--- src/rtl/extint_pkg.sv ---
package extint_pkg;
  localparam int SLOT_W = 4;

  function automatic logic [63:0] alt_mask(input bit odd);
    logic [63:0] m;
    for (int i = 0; i < 64; i++) m[i] = ((i % 2) == (odd ? 1 : 0));
    return m;
  endfunction
endpackage

--- src/rtl/extint_regs.sv ---
module extint_regs
  import extint_pkg::*;
#(
  parameter int NLINES = 16,
  parameter int SEL_W  = 3,
  parameter int DATA_W = 32,
  parameter int ADDR_W = 3
) (
  input  logic                    clk,
  input  logic                    rst,
  input  logic                    wr,
  input  logic [ADDR_W-1:0]       addr,
  input  logic [DATA_W-1:0]       wdata,
  input  logic [NLINES-1:0]       flags,
  output logic [NLINES*SEL_W-1:0] sel_flat,
  output logic [NLINES-1:0]       reload,
  output logic [NLINES-1:0]       rise_en,
  output logic [NLINES-1:0]       fall_en,
  output logic [NLINES-1:0]       irq_en,
  output logic [NLINES-1:0]       clr_mask,
  output logic [DATA_W-1:0]       rdata
);
  localparam int LPR    = DATA_W / SLOT_W;
  localparam int NSEL   = (NLINES + LPR - 1) / LPR;
  localparam int A_RISE = NSEL;
  localparam int A_FALL = NSEL + 1;
  localparam int A_IEN  = NSEL + 2;
  localparam int A_FLAG = NSEL + 3;
  localparam int A_CLR  = NSEL + 4;

  logic [SEL_W-1:0]  sel_q [NLINES];
  logic [NLINES-1:0] reload_q, rise_q, fall_q, ien_q;
  logic [DATA_W-1:0] rd_next;

  always_ff @(posedge clk) begin
    if (rst) begin
      for (int i = 0; i < NLINES; i++) sel_q[i] <= '0;
      reload_q <= '0;
      rise_q   <= '0;
      fall_q   <= '0;
      ien_q    <= '0;
    end else begin
      reload_q <= '0;
      for (int i = 0; i < NLINES; i++) begin
        if (wr && addr == ADDR_W'(i / LPR)) begin
          sel_q[i]    <= wdata[(i % LPR)*SLOT_W +: SEL_W];
          reload_q[i] <= 1'b1;
        end
      end
      if (wr && addr == ADDR_W'(A_RISE)) rise_q <= wdata[NLINES-1:0];
      if (wr && addr == ADDR_W'(A_FALL)) fall_q <= wdata[NLINES-1:0];
      if (wr && addr == ADDR_W'(A_IEN))  ien_q  <= wdata[NLINES-1:0];
    end
  end

  always_comb begin
    rd_next = '0;
    for (int r = 0; r < NSEL; r++) begin
      if (addr == ADDR_W'(r)) begin
        for (int j = 0; j < LPR; j++) begin
          if (r*LPR + j < NLINES) rd_next[j*SLOT_W +: SEL_W] = sel_q[r*LPR + j];
        end
      end
    end
    if (addr == ADDR_W'(A_RISE)) rd_next[NLINES-1:0] = rise_q;
    if (addr == ADDR_W'(A_FALL)) rd_next[NLINES-1:0] = fall_q;
    if (addr == ADDR_W'(A_IEN))  rd_next[NLINES-1:0] = ien_q;
    if (addr == ADDR_W'(A_FLAG)) rd_next[NLINES-1:0] = flags;
  end

  always_ff @(posedge clk) begin
    if (rst) rdata <= '0;
    else     rdata <= rd_next;
  end

  genvar g;
  generate
    for (g = 0; g < NLINES; g++) begin : g_sel
      assign sel_flat[g*SEL_W +: SEL_W] = sel_q[g];
    end
  endgenerate

  assign reload   = reload_q;
  assign rise_en  = rise_q;
  assign fall_en  = fall_q;
  assign irq_en   = ien_q;
  assign clr_mask = (wr && addr == ADDR_W'(A_CLR)) ? wdata[NLINES-1:0] : '0;

  // enable registers come out of reset cleared
  assert_reset_clear_R1: assert property (@(posedge clk) disable iff (rst)
    $past(rst) |-> (rise_q == '0 && fall_q == '0 && ien_q == '0));
endmodule

--- src/rtl/extint_line.sv ---
module extint_line #(
  parameter int NPORTS = 8,
  parameter int SEL_W  = 3
) (
  input  logic              clk,
  input  logic              rst,
  input  logic [NPORTS-1:0] pins,
  input  logic [SEL_W-1:0]  sel,
  input  logic              reload,
  input  logic              rise_en,
  input  logic              fall_en,
  output logic              set
);
  logic [NPORTS-1:0] meta_q, sync_q;
  logic              cur, prev_q;

  always_ff @(posedge clk) begin
    if (rst) begin
      meta_q <= '0;
      sync_q <= '0;
      prev_q <= 1'b0;
    end else begin
      meta_q <= pins;
      sync_q <= meta_q;
      prev_q <= cur;
    end
  end

  assign cur = (int'(sel) < NPORTS) ? sync_q[sel] : 1'b0;
  assign set = !reload && ((rise_en && cur && !prev_q) || (fall_en && !cur && prev_q));
endmodule

--- src/rtl/extint_flags.sv ---
module extint_flags
  import extint_pkg::*;
#(
  parameter int NLINES = 16
) (
  input  logic              clk,
  input  logic              rst,
  input  logic [NLINES-1:0] set_mask,
  input  logic [NLINES-1:0] clr_mask,
  input  logic [NLINES-1:0] irq_en,
  output logic [NLINES-1:0] flags,
  output logic              irq_even,
  output logic              irq_odd
);
  localparam logic [NLINES-1:0] EVEN_M = NLINES'(alt_mask(1'b0));
  localparam logic [NLINES-1:0] ODD_M  = NLINES'(alt_mask(1'b1));

  logic [NLINES-1:0] flags_q;
  logic [NLINES-1:0] live;

  assign live = flags_q & irq_en;

  always_ff @(posedge clk) begin
    if (rst) begin
      flags_q  <= '0;
      irq_even <= 1'b0;
      irq_odd  <= 1'b0;
    end else begin
      flags_q  <= (flags_q & ~clr_mask) | set_mask;
      irq_even <= |(live & EVEN_M);
      irq_odd  <= |(live & ODD_M);
    end
  end

  assign flags = flags_q;

  // a set pulse always leaves its flag high
  assert_set_wins_R9: assert property (@(posedge clk) disable iff (rst)
    (|set_mask) |=> ((flags_q & $past(set_mask)) == $past(set_mask)));
  // cleared bits without a concurrent set drop
  assert_clear_drops_R8: assert property (@(posedge clk) disable iff (rst)
    (|(clr_mask & ~set_mask)) |=> ((flags_q & $past(clr_mask & ~set_mask)) == '0));
  // requests need an enabled line of matching parity
  assert_even_needs_en_R10: assert property (@(posedge clk) disable iff (rst)
    irq_even |-> $past(|(irq_en & EVEN_M)));
  assert_odd_needs_en_R10: assert property (@(posedge clk) disable iff (rst)
    irq_odd |-> $past(|(irq_en & ODD_M)));
endmodule

--- src/rtl/extint_ctrl.sv ---
module extint_ctrl #(
  parameter int NLINES = 16,
  parameter int NPORTS = 8,
  parameter int SEL_W  = 3,
  parameter int DATA_W = 32,
  parameter int ADDR_W = 3
) (
  input  logic                     clk,
  input  logic                     rst,
  input  logic [NPORTS*NLINES-1:0] gpio_in,
  input  logic                     bus_wr,
  input  logic [ADDR_W-1:0]        bus_addr,
  input  logic [DATA_W-1:0]        bus_wdata,
  output logic [DATA_W-1:0]        bus_rdata,
  output logic                     irq_even,
  output logic                     irq_odd
);
  logic [NLINES*SEL_W-1:0] sel_flat;
  logic [NLINES-1:0] reload, rise_en, fall_en, irq_en, clr_mask, set_mask, flags;

  extint_regs #(.NLINES(NLINES), .SEL_W(SEL_W), .DATA_W(DATA_W), .ADDR_W(ADDR_W)) u_regs (
    .clk(clk), .rst(rst), .wr(bus_wr), .addr(bus_addr), .wdata(bus_wdata),
    .flags(flags), .sel_flat(sel_flat), .reload(reload), .rise_en(rise_en),
    .fall_en(fall_en), .irq_en(irq_en), .clr_mask(clr_mask), .rdata(bus_rdata)
  );

  genvar n, p;
  generate
    for (n = 0; n < NLINES; n++) begin : g_line
      logic [NPORTS-1:0] column;
      for (p = 0; p < NPORTS; p++) begin : g_pin
        assign column[p] = gpio_in[p*NLINES + n];
      end
      extint_line #(.NPORTS(NPORTS), .SEL_W(SEL_W)) u_line (
        .clk(clk), .rst(rst), .pins(column), .sel(sel_flat[n*SEL_W +: SEL_W]),
        .reload(reload[n]), .rise_en(rise_en[n]), .fall_en(fall_en[n]),
        .set(set_mask[n])
      );
    end
  endgenerate

  extint_flags #(.NLINES(NLINES)) u_flags (
    .clk(clk), .rst(rst), .set_mask(set_mask), .clr_mask(clr_mask),
    .irq_en(irq_en), .flags(flags), .irq_even(irq_even), .irq_odd(irq_odd)
  );
endmodule

--- config.mk ---
export PLATFORM = sky130hd
export DESIGN_NAME = extint_ctrl
export DESIGN_NICKNAME = d
export VERILOG_FILES = /design/src/rtl/extint_pkg.sv /design/src/rtl/extint_regs.sv /design/src/rtl/extint_line.sv /design/src/rtl/extint_flags.sv /design/src/rtl/extint_ctrl.sv
export SDC_FILE = /design/constraint.sdc
export NUM_CORES = 1
export LEC_CHECK = 0
export ABC_AREA = 1
export ABC_CLOCK_PERIOD_IN_PS = 4100
export BUFFER_PORTS_ARGS = -buffer_cell sky130_fd_sc_hd__buf_4
export CORE_ASPECT_RATIO = 1.1
export CORE_UTILIZATION = 50
export DETAILED_ROUTE_END_ITERATION = 8
export HOLD_SLACK_MARGIN = 0.06
export PLACE_DENSITY = 0.73
export SYNTH_ARGS = -nofsm -noshare
export SYNTH_HDL_FRONTEND = slang
export SYNTH_SLANG_ARGS = --single-unit
--- constraint.sdc ---
create_clock -name clk -period 4.1 [get_ports clk]
set_clock_uncertainty 0.15 [all_clocks]
set_input_delay 0.82 -clock clk [delete_from_list [all_inputs] [get_ports clk]]
set_output_delay 0.82 -clock clk [all_outputs]
set_load 0.01 [all_outputs]
==> key figures <==
Placed design
  • Cell count after placement: roughly 2500
  • # port buffers: 191
  • Final Wtd Congestion: about 0.94
  • Post-detail-place hpwl: ~24 mm

CTS
  • CTS Hold Bufs: 0
  • Number of levels in the clock H-tree: 2
  • Maximum number of buffers from clock root to sink: 3
  • TritonCTS buffer count: 40
  • # resized after CTS: 0
  • CTS sink count: between 400 and 500
  • Clock insertion delay at the later pin of the skew report: between 500 and 600 ps
  • CTS root buf: sky130_fd_sc_hd__clkbuf_16
  • Count of buffers added by post-CTS timing repair for setup: 0
  • Clock-pin transition on the worst setup and hold timing paths: 70 ps
  • CTS tree: built

Floorplan
  • Total Die Area: roughly 0.031 mm^2
  • Die outline height: 184.9 um
  • Floorplan core area: between 0.02 and 0.03 mm^2
  • Standard-cell rows: 66
  • Number of ports placed on the die boundary: 200
  • Initial standard-cell utilization of the core: 0.5114
  • Die Width: 168.3 um

Setup path
  • CP arrival: around 2700 ps
  • Max Fanout on Critical Path: 61
  • Required time of the worst setup path: 4220 ps
  • Setup crit end kind: flip-flop
  • FF-to-FF path depth: 8
  • Worst setup path category: in -> reg
  • Startpoint kind of the worst setup timing path: input port

Pwr
  • Switching fraction of total power: 0.2361
  • Internal power contribution: around 0.0067 W
  • Relative contribution of combinational cells to total power: 0.083
  • Net switching power: about 0.0021 W
  • Total leakage power: approximately 9 nW
  • Clk pwr share: 0.406
  • PwrDens: around 480 mW/mm^2
  • Seq pwr share: 0.510
  • Maximum ir drop on the vdd rail: approximately 300 uV

Routing
  • DRC: 0
  • Post-Route WL: 34.45 mm
  • DR WL/cell: 13.55 um
  • Per-cell via count in the routed design: approximately 4.8
  • Drt first pass iters: 5
  • Vias: ~12000
  • Number of antenna-violating nets in the routed design: 0
  • DRT iter0 DRCs: between 800 and 900

Timing
  • Worst slew margin relative to its limit: 0.4209
  • Final hold vios: 0
  • Min Clock Period, post-route: roughly 2600 ps
  • Number of setup violations in the final report: 0
  • Max Slew Vio Count: 0
  • Fmax: ~0.4 GHz
  • Sum of negative setup slack: 0 ps
  • Worst hold-check slack: about 230 ps
  • Transition time at the pin with the least slew margin: 866.5 ps
  • Setup repair after global routing missed its margin: no
  • Period utilization: 0.6272

Finish
  • Number of fill cells: approximately 2600
  • Share of cells above drive strength 1: 0.1305
  • Fin nets: about 2300
  • Combined area of the multi-input logic cells: around 0.0042 mm^2
  • Area overhead of the layout relative to synthesis: 19.64%
  • Final std cells w/o fill: between 2000 and 3000
  • Sequential cell area: between 0.008 and 0.009 mm^2

Hold path
  • Worst min path class: reg -> reg
  • Cell depth of the worst min-delay path: 2

GRT
  • Antenna violations before repair: 2
  • Global-route usage over all layers: 0.2214
  • Vias in the first global route: between 10000 and 15000
  • Largest net degree at the start of global routing: between 90 and 100
  • First-pass GRT wire length: 54.89 mm
  • Total global routing overflow: 0

Logic synthesis
  • Share of synthesized registers carrying an async set or reset: 0
  • Mapped Avg Cell Area: about 7.8 um^2
  • Post-synthesis cell area: about 0.015 mm^2
  • Post-synthesis cell count: 1958
  • Post-synth EDFFs: 48
  • Count of yosys warnings during synthesis: 0
  • Distinct cells, synth: 27
  • Cell types occupying the most area after synthesis: sky130_fd_sc_hd__dfxtp_1, sky130_fd_sc_hd__inv_1, sky130_fd_sc_hd__edfxtp_1
  • Leading register cell type out of synthesis: sky130_fd_sc_hd__dfxtp_1
  • Top-area cell type share of the netlist area: 0.4846
  • Sequential fraction of the synthesis area: 0.5794
  • Register bit total from synthesis: 416
  • Cell type contributing the most total cell area after synthesis: sky130_fd_sc_hd__dfxtp_1

Run
  • Max-capacitance violation count: 0

Outcome
  • Status: completed
-- cell usage after synthesis, types with 5 or more instances --
| master | n |
|---|---|
| sky130_fd_sc_hd__o21ai_0 | 60 |
| sky130_fd_sc_hd__buf_2 | 11 |
| sky130_fd_sc_hd__nand2_1 | 259 |
| sky130_fd_sc_hd__clkbuf_1 | 42 |
| sky130_fd_sc_hd__edfxtp_1 | 48 |
| sky130_fd_sc_hd__inv_1 | 505 |
| sky130_fd_sc_hd__dfxtp_1 | 368 |
| sky130_fd_sc_hd__a21oi_1 | 78 |
| sky130_fd_sc_hd__o22ai_1 | 24 |
| sky130_fd_sc_hd__buf_1 | 5 |
| sky130_fd_sc_hd__inv_2 | 8 |
| sky130_fd_sc_hd__o21ai_1 | 9 |
| sky130_fd_sc_hd__nand3_1 | 148 |
| sky130_fd_sc_hd__nor2_1 | 356 |
| sky130_fd_sc_hd__buf_4 | 10 |
-- layout by cell type (no fill, tap or decap), types with 3 or more instances in the layout --
| cell type | netlist | final |
|---|---|---|
| sky130_fd_sc_hd__o22ai_1 | 24 | 24 |
| sky130_fd_sc_hd__clkinv_1 | 0 | 3 |
| sky130_fd_sc_hd__clkbuf_8 | 0 | 7 |
| sky130_fd_sc_hd__conb_1 | 1 | 4 |
| sky130_fd_sc_hd__buf_4 | 10 | 201 |
| sky130_fd_sc_hd__nand2_2 | 3 | 3 |
| sky130_fd_sc_hd__inv_1 | 505 | 505 |
| sky130_fd_sc_hd__edfxtp_1 | 48 | 48 |
| sky130_fd_sc_hd__o21ai_0 | 60 | 59 |
| sky130_fd_sc_hd__a31oi_1 | 4 | 4 |
| sky130_fd_sc_hd__clkbuf_1 | 42 | 9 |
| sky130_fd_sc_hd__a221oi_1 | 4 | 4 |
| sky130_fd_sc_hd__a21oi_1 | 78 | 78 |
| sky130_fd_sc_hd__nor3_4 | 3 | 3 |
| sky130_fd_sc_hd__a22oi_1 | 4 | 4 |
| sky130_fd_sc_hd__nor2_1 | 356 | 356 |
| sky130_fd_sc_hd__clkinv_2 | 0 | 6 |
| sky130_fd_sc_hd__nand2_1 | 259 | 259 |
| sky130_fd_sc_hd__clkbuf_16 | 0 | 42 |
| sky130_fd_sc_hd__dfxtp_1 | 368 | 368 |
| sky130_fd_sc_hd__o21ai_1 | 9 | 9 |
| sky130_fd_sc_hd__nand3_1 | 148 | 148 |
| sky130_fd_sc_hd__inv_2 | 8 | 8 |
-- final timing paths --
kind / slack (ps) / end / startpoint
worst max-delay path: 1530 / u_regs.sel_q[0][23] / rst
worst min-delay path: 230 / g_line[11].u_line.sync_q[5] / g_line[11].u_line.meta_q[5]
worst max register to register: 2550 / u_flags.flags[9] / u_regs.sel_q[1][3]
worst min register to register: 230 / g_line[11].u_line.sync_q[5] / g_line[11].u_line.meta_q[5]
-- layer usage --
| metal | track usage | vias up | routed length [um] |
|---|---|---|---|
| met4 | 0.08473 | 2 | 1149 |
| met1 | 0.2715 | 5570 | 14270 |
| met5 | 0 | - | 8 |
| met2 | 0.3814 | 422 | 16380 |
| li1 | - | 6134 | - |
| met3 | 0.04701 | 82 | 2648 |
-- cells by family after synthesis --
logic type,after synthesis,synth area share
and+or+nand+nor,775,0.2078
buffers and inverters,583,0.1483
DFF,416,0.5794
AOI/OAI and AO/OA,183,0.06420
other,1,0.0002467
-- power groups by stage --
stage | clock (W) | combinational [W] | sequential [W]
final | 0.00354 | 0.000725 | 0.00444
after global routing | 0.00377 | 0.000823 | 0.00446
after CTS | 0.00360 | 0.000726 | 0.00444
after detailed placement | 0 | 0.000720 | 0.00453
after global placement | 0 | 0.000703 | 0.00453
after floorplan | 0 | 0.000444 | 0.00450
-- final cells by class --
| cell class | instances | area share |
|---|---|---|
| Antenna cell | 1 | 0.0001376 |
| Clock buffer | 58 | 0.06494 |
| Clock inverter | 16 | 0.005710 |
| Inverter | 513 | 0.1059 |
| Multi-Input combinational cell | 962 | 0.2284 |
| Sequential cell | 416 | 0.4843 |
| Tap cell | 374 | 0.02573 |
| Timing Repair Buffer | 203 | 0.08489 |
-- per-stage QoR --
| step | total power, W | instance area (um^2) | setup WS [ps] | utilization |
|---|---|---|---|---|
| final | 0.008709 | 18190 | 1528 | 0.6118 |
| after global routing | 0.009061 | 18190 | 1522 | 0.6118 |
| after CTS | 0.008769 | 18180 | 1617 | 0.6117 |
| after detailed placement | 0.005252 | 16900 | 1083 | 0.5685 |
| after global placement | 0.005229 | 16900 | 1123 | 0.5685 |
| after floorplan | 0.004948 | 15210 | 514.9 | - |
-- worst max-delay path, stage by stage --
cell,delay [ps]
sky130_fd_sc_hd__buf_8,190
sky130_fd_sc_hd__inv_1,610
sky130_fd_sc_hd__nand2_1,650
sky130_fd_sc_hd__buf_12,360
-- flip-flops by register name, summed over array words and instances, names as in the netlist, 2 cells and up --
name / flops
g_line.u_line.prev_q: 16
u_regs.irq_en: 16
g_line.u_line.meta_q: 128
u_flags.flags: 16
g_line.u_line.sync_q: 128
u_regs.rise_en: 16
u_regs.rdata: 28
u_regs.sel_q: 48
u_regs.reload: 2
u_regs.fall_en: 16
Note: power is estimated with default switching activity, not from simulation.
